[src/rtl/pwr_sup_pkg.sv]
`timescale 1ns/1ps
package pwr_sup_pkg;
  typedef enum logic [1:0] {
    PS_RESET = 2'd0,
    PS_SOFT  = 2'd1,
    PS_RUN   = 2'd2
  } psup_state_e;
endpackage

[src/rtl/sup_por_sync.sv]
`timescale 1ns/1ps
// Registers the AND of all supply flags; one edge of latency.
module sup_por_sync #(
  parameter int NSUP = 3
) (
  input  logic            clk,
  input  logic            rst,
  input  logic [NSUP-1:0] supply_ok,
  output logic            por_ok
);
  always_ff @(posedge clk) begin
    if (rst) por_ok <= 1'b0;
    else     por_ok <= &supply_ok;
  end
endmodule

[src/rtl/sup_oc_count.sv]
`timescale 1ns/1ps
// Counts rising edges of the over-current line, saturating at TRIP.
module sup_oc_count #(
  parameter int TRIP = 3
) (
  input  logic clk,
  input  logic rst,
  input  logic clr,
  input  logic evt,
  output logic trip
);
  localparam int CW = $clog2(TRIP + 1);
  localparam logic [CW-1:0] LAST = CW'(TRIP - 1);
  localparam logic [CW-1:0] TOP  = CW'(TRIP);

  logic          evt_q;
  logic [CW-1:0] cnt;
  logic          rise;

  assign rise = evt & ~evt_q;
  assign trip = rise & ~clr & (cnt == LAST);

  always_ff @(posedge clk) begin
    if (rst) begin
      evt_q <= 1'b0;
      cnt   <= '0;
    end else begin
      evt_q <= evt;
      if (clr)                     cnt <= '0;
      else if (rise && cnt != TOP) cnt <= cnt + 1'b1;
    end
  end
endmodule

[src/rtl/sup_uv_filter.sv]
`timescale 1ns/1ps
// Requires HOLD consecutive high samples while armed before tripping.
module sup_uv_filter #(
  parameter int HOLD = 16
) (
  input  logic clk,
  input  logic rst,
  input  logic arm,
  input  logic uv,
  output logic trip
);
  localparam int CW = (HOLD > 1) ? $clog2(HOLD) : 1;
  localparam logic [CW-1:0] LAST = CW'(HOLD - 1);

  logic [CW-1:0] cnt;

  assign trip = arm & uv & (cnt == LAST);

  always_ff @(posedge clk) begin
    if (rst)                cnt <= '0;
    else if (!arm || !uv)   cnt <= '0;
    else if (cnt != LAST)   cnt <= cnt + 1'b1;
  end
endmodule

[src/rtl/pwr_supervisor.sv]
`timescale 1ns/1ps
module pwr_supervisor
  import pwr_sup_pkg::*;
#(
  parameter int NSUP    = 3,
  parameter int NOUT    = 3,
  parameter int OC_TRIP = 3,
  parameter int UV_HOLD = 16
) (
  input  logic            clk,
  input  logic            rst,
  input  logic [NSUP-1:0] supply_ok,
  input  logic            ov_sw,
  input  logic            oc_evt,
  input  logic [NOUT-1:0] uv_flag,
  input  logic            ss_done,
  output logic [NOUT-1:0] conv_en,
  output logic            ss_en,
  output logic            pgood,
  output logic            fault
);
  psup_state_e     state, state_d;
  logic            por_ok;
  logic            active;
  logic            oc_trip;
  logic [NOUT-1:0] uv_trip;
  logic            fault_d;
  logic            on_d;

  sup_por_sync #(.NSUP(NSUP)) u_por (
    .clk(clk), .rst(rst), .supply_ok(supply_ok), .por_ok(por_ok)
  );

  assign active = (state != PS_RESET);

  sup_oc_count #(.TRIP(OC_TRIP)) u_oc (
    .clk(clk), .rst(rst), .clr(!active || !por_ok), .evt(oc_evt), .trip(oc_trip)
  );

  // Switching output under-voltage is reported on power-good only.
  assign uv_trip[0] = 1'b0;
  for (genvar g = 1; g < NOUT; g++) begin : g_lin
    sup_uv_filter #(.HOLD(UV_HOLD)) u_uv (
      .clk(clk), .rst(rst),
      .arm(por_ok && state == PS_RUN),
      .uv(uv_flag[g]), .trip(uv_trip[g])
    );
  end

  always_comb begin
    state_d = state;
    if (!por_ok) begin
      state_d = PS_RESET;
    end else begin
      case (state)
        PS_RESET: state_d = PS_SOFT;
        PS_SOFT:  state_d = ss_done ? PS_RUN : PS_SOFT;
        PS_RUN:   state_d = PS_RUN;
        default:  state_d = PS_RESET;
      endcase
    end
  end

  always_comb begin
    if (!por_ok)                                      fault_d = 1'b0;
    else if (active && (ov_sw || oc_trip || |uv_trip)) fault_d = 1'b1;
    else                                              fault_d = fault;
  end

  assign on_d = (state_d != PS_RESET) && !fault_d;

  always_ff @(posedge clk) begin
    if (rst) begin
      state   <= PS_RESET;
      fault   <= 1'b0;
      ss_en   <= 1'b0;
      conv_en <= '0;
      pgood   <= 1'b0;
    end else begin
      state   <= state_d;
      fault   <= fault_d;
      ss_en   <= on_d;
      conv_en <= {NOUT{on_d}};
      pgood   <= on_d && (uv_flag == '0);
    end
  end
endmodule

[config.mk]
export PLATFORM = sky130hd
export DESIGN_NAME = pwr_supervisor
export DESIGN_NICKNAME = d
export VERILOG_FILES = /design/src/rtl/pwr_sup_pkg.sv /design/src/rtl/sup_por_sync.sv /design/src/rtl/sup_oc_count.sv /design/src/rtl/sup_uv_filter.sv /design/src/rtl/pwr_supervisor.sv
export SDC_FILE = /design/constraint.sdc
export NUM_CORES = 1
export LEC_CHECK = 0
export ABC_AREA = 1
export BUFFER_PORTS_ARGS = -buffer_cell sky130_fd_sc_hd__buf_2
export CORE_MARGIN = 5
export CORE_UTILIZATION = 45
export DETAILED_ROUTE_END_ITERATION = 12
export PLACE_DENSITY = 0.68
export RECOVER_POWER = 25
export SLEW_MARGIN = 20
export SYNTH_ARGS = -nofsm -noshare
export SYNTH_HDL_FRONTEND = slang
export SYNTH_HIERARCHICAL = 1
export SYNTH_SLANG_ARGS = --single-unit
export TNS_END_PERCENT = 1
[constraint.sdc]
create_clock -name clk -period 1.1 [get_ports clk]
set_input_delay 0.22 -clock clk [delete_from_list [all_inputs] [get_ports clk]]
set_output_delay 0.22 -clock clk [all_outputs]
set_load 0.05 [all_outputs]
Word-level counts from Yosys, hierarchy flattened
Index checks and enable logic that the tools add are counted.

Flip-flop bits (word level): 18. Input bits: 11. Output and inout port bits: 6. Word-level logic and storage cells: 60.

Equality and inequality tests: 8. Add/subtract/negate cells: 3. Muxes and demuxes: 5. Reduce and logical (&&, ||, !) cells: 25. Bitwise gates (word level): 9.

Operators by type and width (count): $add A4 B1 Y4 const B (2); $eq A4 B4 Y1 const B (2); $ne A4 B4 Y1 const B (2); $reduce_or A2 Y1 (4); $and A1 B1 Y1 (7); $logic_not A1 Y1 (6); $pmux W2 S3 (1); $logic_and A1 B1 Y1 (5); $logic_or A1 B1 Y1 (5); $eq A2 B2 Y1 const B (2); $mux W2 (2); $reduce_bool A2 Y1 (2); $logic_not A3 Y1 (1); $reduce_and A3 Y1 (1); $add A2 B1 Y2 const B (1); $eq A2 B1 Y1 const B (1); $logic_not A2 Y1 (1); $mux W1 (2); $ne A2 B2 Y1 const B (1); $not A1 Y1 (2).

Depth between registers and ports, before layout
Depth after elaboration: 14. Gate-level depth with buffers: 9.

Modules after synthesis
The synthesis kept the hierarchy.

By module, submodules not included: sup_uv_filter (area an instance 205.2 µm², seq. area each 80.1 µm², cells each 30, instances 2); pwr_supervisor (area an instance 232.7 µm², seq. area each 100.1 µm², cells each 32, instances 1); sup_oc_count (area an instance 172.7 µm², seq. area each 60.1 µm², cells each 25, instances 1); sup_por_sync (area an instance 37.5 µm², seq. area each 20.0 µm², cells each 5, instances 1).

Worst setup path before layout
No wires, ideal clock.

Path type: flip-flop to output port. Start: register ss_en (netlist name). End: output conv_en[0]. Data arrival time: 0.934 ns. Buffers on the path: 1. Setup slack: -0.054 ns. Required time: 0.880 ns. Cell stages (with the launch flop): 2. Path through: dfxtp_1 buf_4.

RTL lines: end, declared (RTL line pwr_supervisor.sv:17) `output logic [NOUT-1:0] conv_en,`.

Worst setup path in the final report
Start: register u_oc.cnt[0]. End: register pgood.

Longest elaborated chain between the ends: 10.

Ends and longest elaborated chain: start, declared (RTL line sup_oc_count.sv:17) `logic [CW-1:0] cnt;`; start signal, assigned (RTL line sup_oc_count.sv:30) `else if (rise && cnt != TOP) cnt <= cnt + 1'b1;`; $eq A2 B2 Y1 (RTL line sup_oc_count.sv:21) `assign trip = rise & ~clr & (cnt == LAST);`; $and A1 B1 Y1 (RTL line sup_oc_count.sv:21); via oc_trip (RTL line pwr_supervisor.sv:25) `logic oc_trip;`; $logic_or A1 B1 Y1 (2 in series) (RTL line pwr_supervisor.sv:66) `else if (active && (ov_sw || oc_trip || |uv_trip)) fault_d = 1'b1;`; $logic_and A1 B1 Y1 (RTL line pwr_supervisor.sv:66); $mux W1 (RTL line pwr_supervisor.sv:66); $mux W1 (RTL line pwr_supervisor.sv:65) `if (!por_ok) fault_d = 1'b0;`; $logic_not A1 Y1 (RTL line pwr_supervisor.sv:70) `assign on_d = (state_d != PS_RESET) && !fault_d;`; $logic_and A1 B1 Y1 (RTL line pwr_supervisor.sv:70); $logic_and A1 B1 Y1 (RTL line pwr_supervisor.sv:84) `pgood <= on_d && (uv_flag == '0);`; end signal, assigned (RTL line pwr_supervisor.sv:84); end, declared (RTL line pwr_supervisor.sv:19) `output logic pgood,`.

The timed path passes the listed nets, and every way through them passes these cells. A chain may end at the register's enable or synchronous reset.

==> summary.txt <==
Synthesis
  – Post-synthesis instance area: 853 µm²
  – Register area share after synthesis: 39.9%
  – Flops & latches, synth: 17
  – Post-Syn Nets: 137
  – Synth cell types: 17
  – Syn Inst Count: 122
  – YS warnings: 6
  – Syn Area/Cell: 6.99 µm²

Global route
  – GRT Total Usage: 13.6%
  – First-pass GRT wire length: 2860 µm
  – Grt ovf: 0
  – Vias in the first global route: 743
  – Initial antenna violation count: 0
  – Largest net degree at the start of global routing: 10

Detailed routing
  – DR pass1 iterations: 2
  – Via Count: 798
  – Wire per inst: 9.89 µm
  – Vias per inst: 4.43
  – Final WL: 1780 µm
  – Initial DRC count: 9
  – DRC violations left: 0
  – ANT nets after route: 0

STA
  – Tightest Pin Transition: 576 ps
  – Hold Vio Cnt, Final: 0
  – Pins Over Slew Limit: 0
  – RSZ-0062 raised after global routing: yes
  – Final Skew: 1.80 ps
  – Final Setup Violations: 1
  – Tmin final: 1130 ps
  – Headroom to the max-slew limit: 61.6%
  – Fin crit share: 102%
  – Final WS setup: -27.3 ps
  – Peak Freq: 887 MHz

Critical path
  – Arrival @ worst endpoint: 1360 ps
  – CP Max Fanout: 2
  – Crit-path slowest cell: dfxtp_2
  – CP Class: reg -> reg
  – CP peak stage delay: 350 ps
  – Worst setup SP type: flop
  – Worst EP required: 1330 ps
  – CP cell instances: inv_2 > ha_4 > nand3_2 > nor2_1 > nor2_1 > nand2_1 > nand2_2 > nand3_2 > nor2_2
  – CP top delay family: simple AND/OR/NAND/NOR gates
  – Worst Path Buf+Inv: 1
  – CP Capture Type: flop

Floorplanning
  – Row Count: 15
  – Io pins: 17
  – Core area: 1760 µm²
  – Die Y: 53.5 µm
  – Die width: 53.5 µm
  – Initial core utilization: 48.4%
  – Die area: 2870 µm²

Place
  – Port buffer count: 16
  – Final GP Congestion: 0.776
  – Dpl cells: 176
  – DP HPWL: 1410 µm

Layout
  – Layout area overhead: 35.8%
  – Non-Filler Instances: 180
  – Share of layout cells above drive strength 1: 38.1%
  – Inserted Diodes: 0
  – Nets: 171

Clock network
  – Number of hold buffers added after cts: 0
  – Clock root cell: clkbuf_4
  – H-tree levels: 1
  – CTS max path bufs: 2
  – CTS Buf Count: 3
  – Clk slew on worst S/H paths: 90 ps
  – Clock Latency Late Sink: 280 ps
  – Sink Count: 17
  – Setup Buffers After CTS: 0
  – CTS tree: yes

Power
  – Total power draw: 0.00101 W
  – Power density over cell area: 869 nW/µm²
  – Static Leak: 0.527 nW
  – Maximum VDD drop: 0.000780 V

Run
  – Max cap viols: 0

Hold path
  – Hold Path Class: in -> reg

Status
  – Status: finished, violations left
  – Failing checks: negative setup slack
-- synthesized netlist by cell type --
master | n | area share (%)
buf_4 | 3 | 2.6
nor3_1 | 1 | 0.59
nor2_1 | 26 | 11
or3_1 | 1 | 0.73
nor2_4 | 2 | 2.6
inv_1 | 22 | 9.7
nor3_2 | 1 | 1.2
nand2_2 | 1 | 0.73
dfxtp_1 | 17 | 40
nand3_1 | 6 | 3.5
nor2_2 | 3 | 2.2
o21ai_0 | 4 | 2.3
ha_1 | 4 | 5.9
nand4_1 | 2 | 1.5
a21oi_1 | 1 | 0.59
nand2_1 | 25 | 11
nand3_2 | 3 | 3.5
-- per-stage QoR --
step	cell area [µm²]	utilization [%]	setup slack (ps)	TNS [ps]	hold WS, ps
6_report	1160	65.7	-27.3	-27.3	153
5_1_grt	1160	65.7	-168	-758	161
4_1_cts	1110	62.8	-33.6	-107	145
3_5_place_dp	1060	60.3	-69.8	-180	448
3_3_place_gp	1060	60.3	-28.5	-58.2	445
2_1_floorplan	855	-	-47.7	-94.4	289
-- power by group --
group	internal (W)	switching, W
Combinational	0.0000269	0.0000442
Clock	0.000141	0.000175
Sequential	0.000617	0.00000297
-- kinds of logic after synthesis --
family / synth area share [%]
simple gates: 39.0
flops: 39.9
fa+ha+maj: 5.87
buf+inv: 12.3
compound gates: 2.93
-- area by class of cell --
class	instances	area (µm²)
Sequential cell	17	350
Tap cell	25	31.3
Multi-Input combinational cell	80	450
Inverter	22	82.6
Fill cell	157	606
Clock buffer	4	26.3
Timing Repair Buffer	32	218
-- cells in the final DEF (no fill, tap or decap), types with 2 or more instances in the layout --
master,instances
inv_2,2
o21ai_0,2
buf_2,9
ha_1,2
o21ai_1,2
nand3_2,5
nand2_1,25
clkbuf_4,4
buf_4,20
nand4_1,2
dfxtp_2,5
nor2_1,23
nor2_4,4
dfxtp_1,11
clkbuf_1,2
nand3_1,4
nor2_2,4
inv_1,20
-- final timing paths --
| kind | start | end | slack, ps | cells after the start |
|---|---|---|---|---|
| max | u_oc/cnt[0] | pgood | -30 | 9 |
| min | supply_ok[2] | u_por/por_ok | 150 | 3 |
| max reg2reg | u_oc/cnt[0] | pgood | -30 | 9 |
| min reg2reg | fault | fault | 540 | 2 |
-- flip-flops by register name (all words and copies together) (netlist names) --
register,cells
ss_en,1
fault,1
state,2
u_por/por_ok,1
pgood,1
g_lin.u_uv/cnt,8
u_oc/evt_q,1
u_oc/cnt,2
-- routing by layer --
layer | up-vias | GRT usage [%] | part of all wire [%]
met5 | - | 0 | 0
met4 | 0 | 3.40 | 1.5
met3 | 4 | 6.09 | 4.1
met2 | 17 | 24.5 | 55
met1 | 346 | 14.2 | 39
li1 | 431 | - | -
-- worst register-to-register path, cell delays in order, from the launching register on --
cell	delay, ps
dfxtp_2	350
inv_2	50
ha_4	150
nand3_2	60
nor2_1	40
nor2_1	120
nand2_1	70
nand2_2	80
nand3_2	70
nor2_2	100
-- repair_timing --
item                                    in CTS  in global routing
endpoints found under the setup margin      14                 16
gates resized for setup                      8                 21
gates cloned                                 0                  0
endpoints found under the hold margin        0                  0
pin swaps                                    4                  7
(Power assumes the default switching activity.)
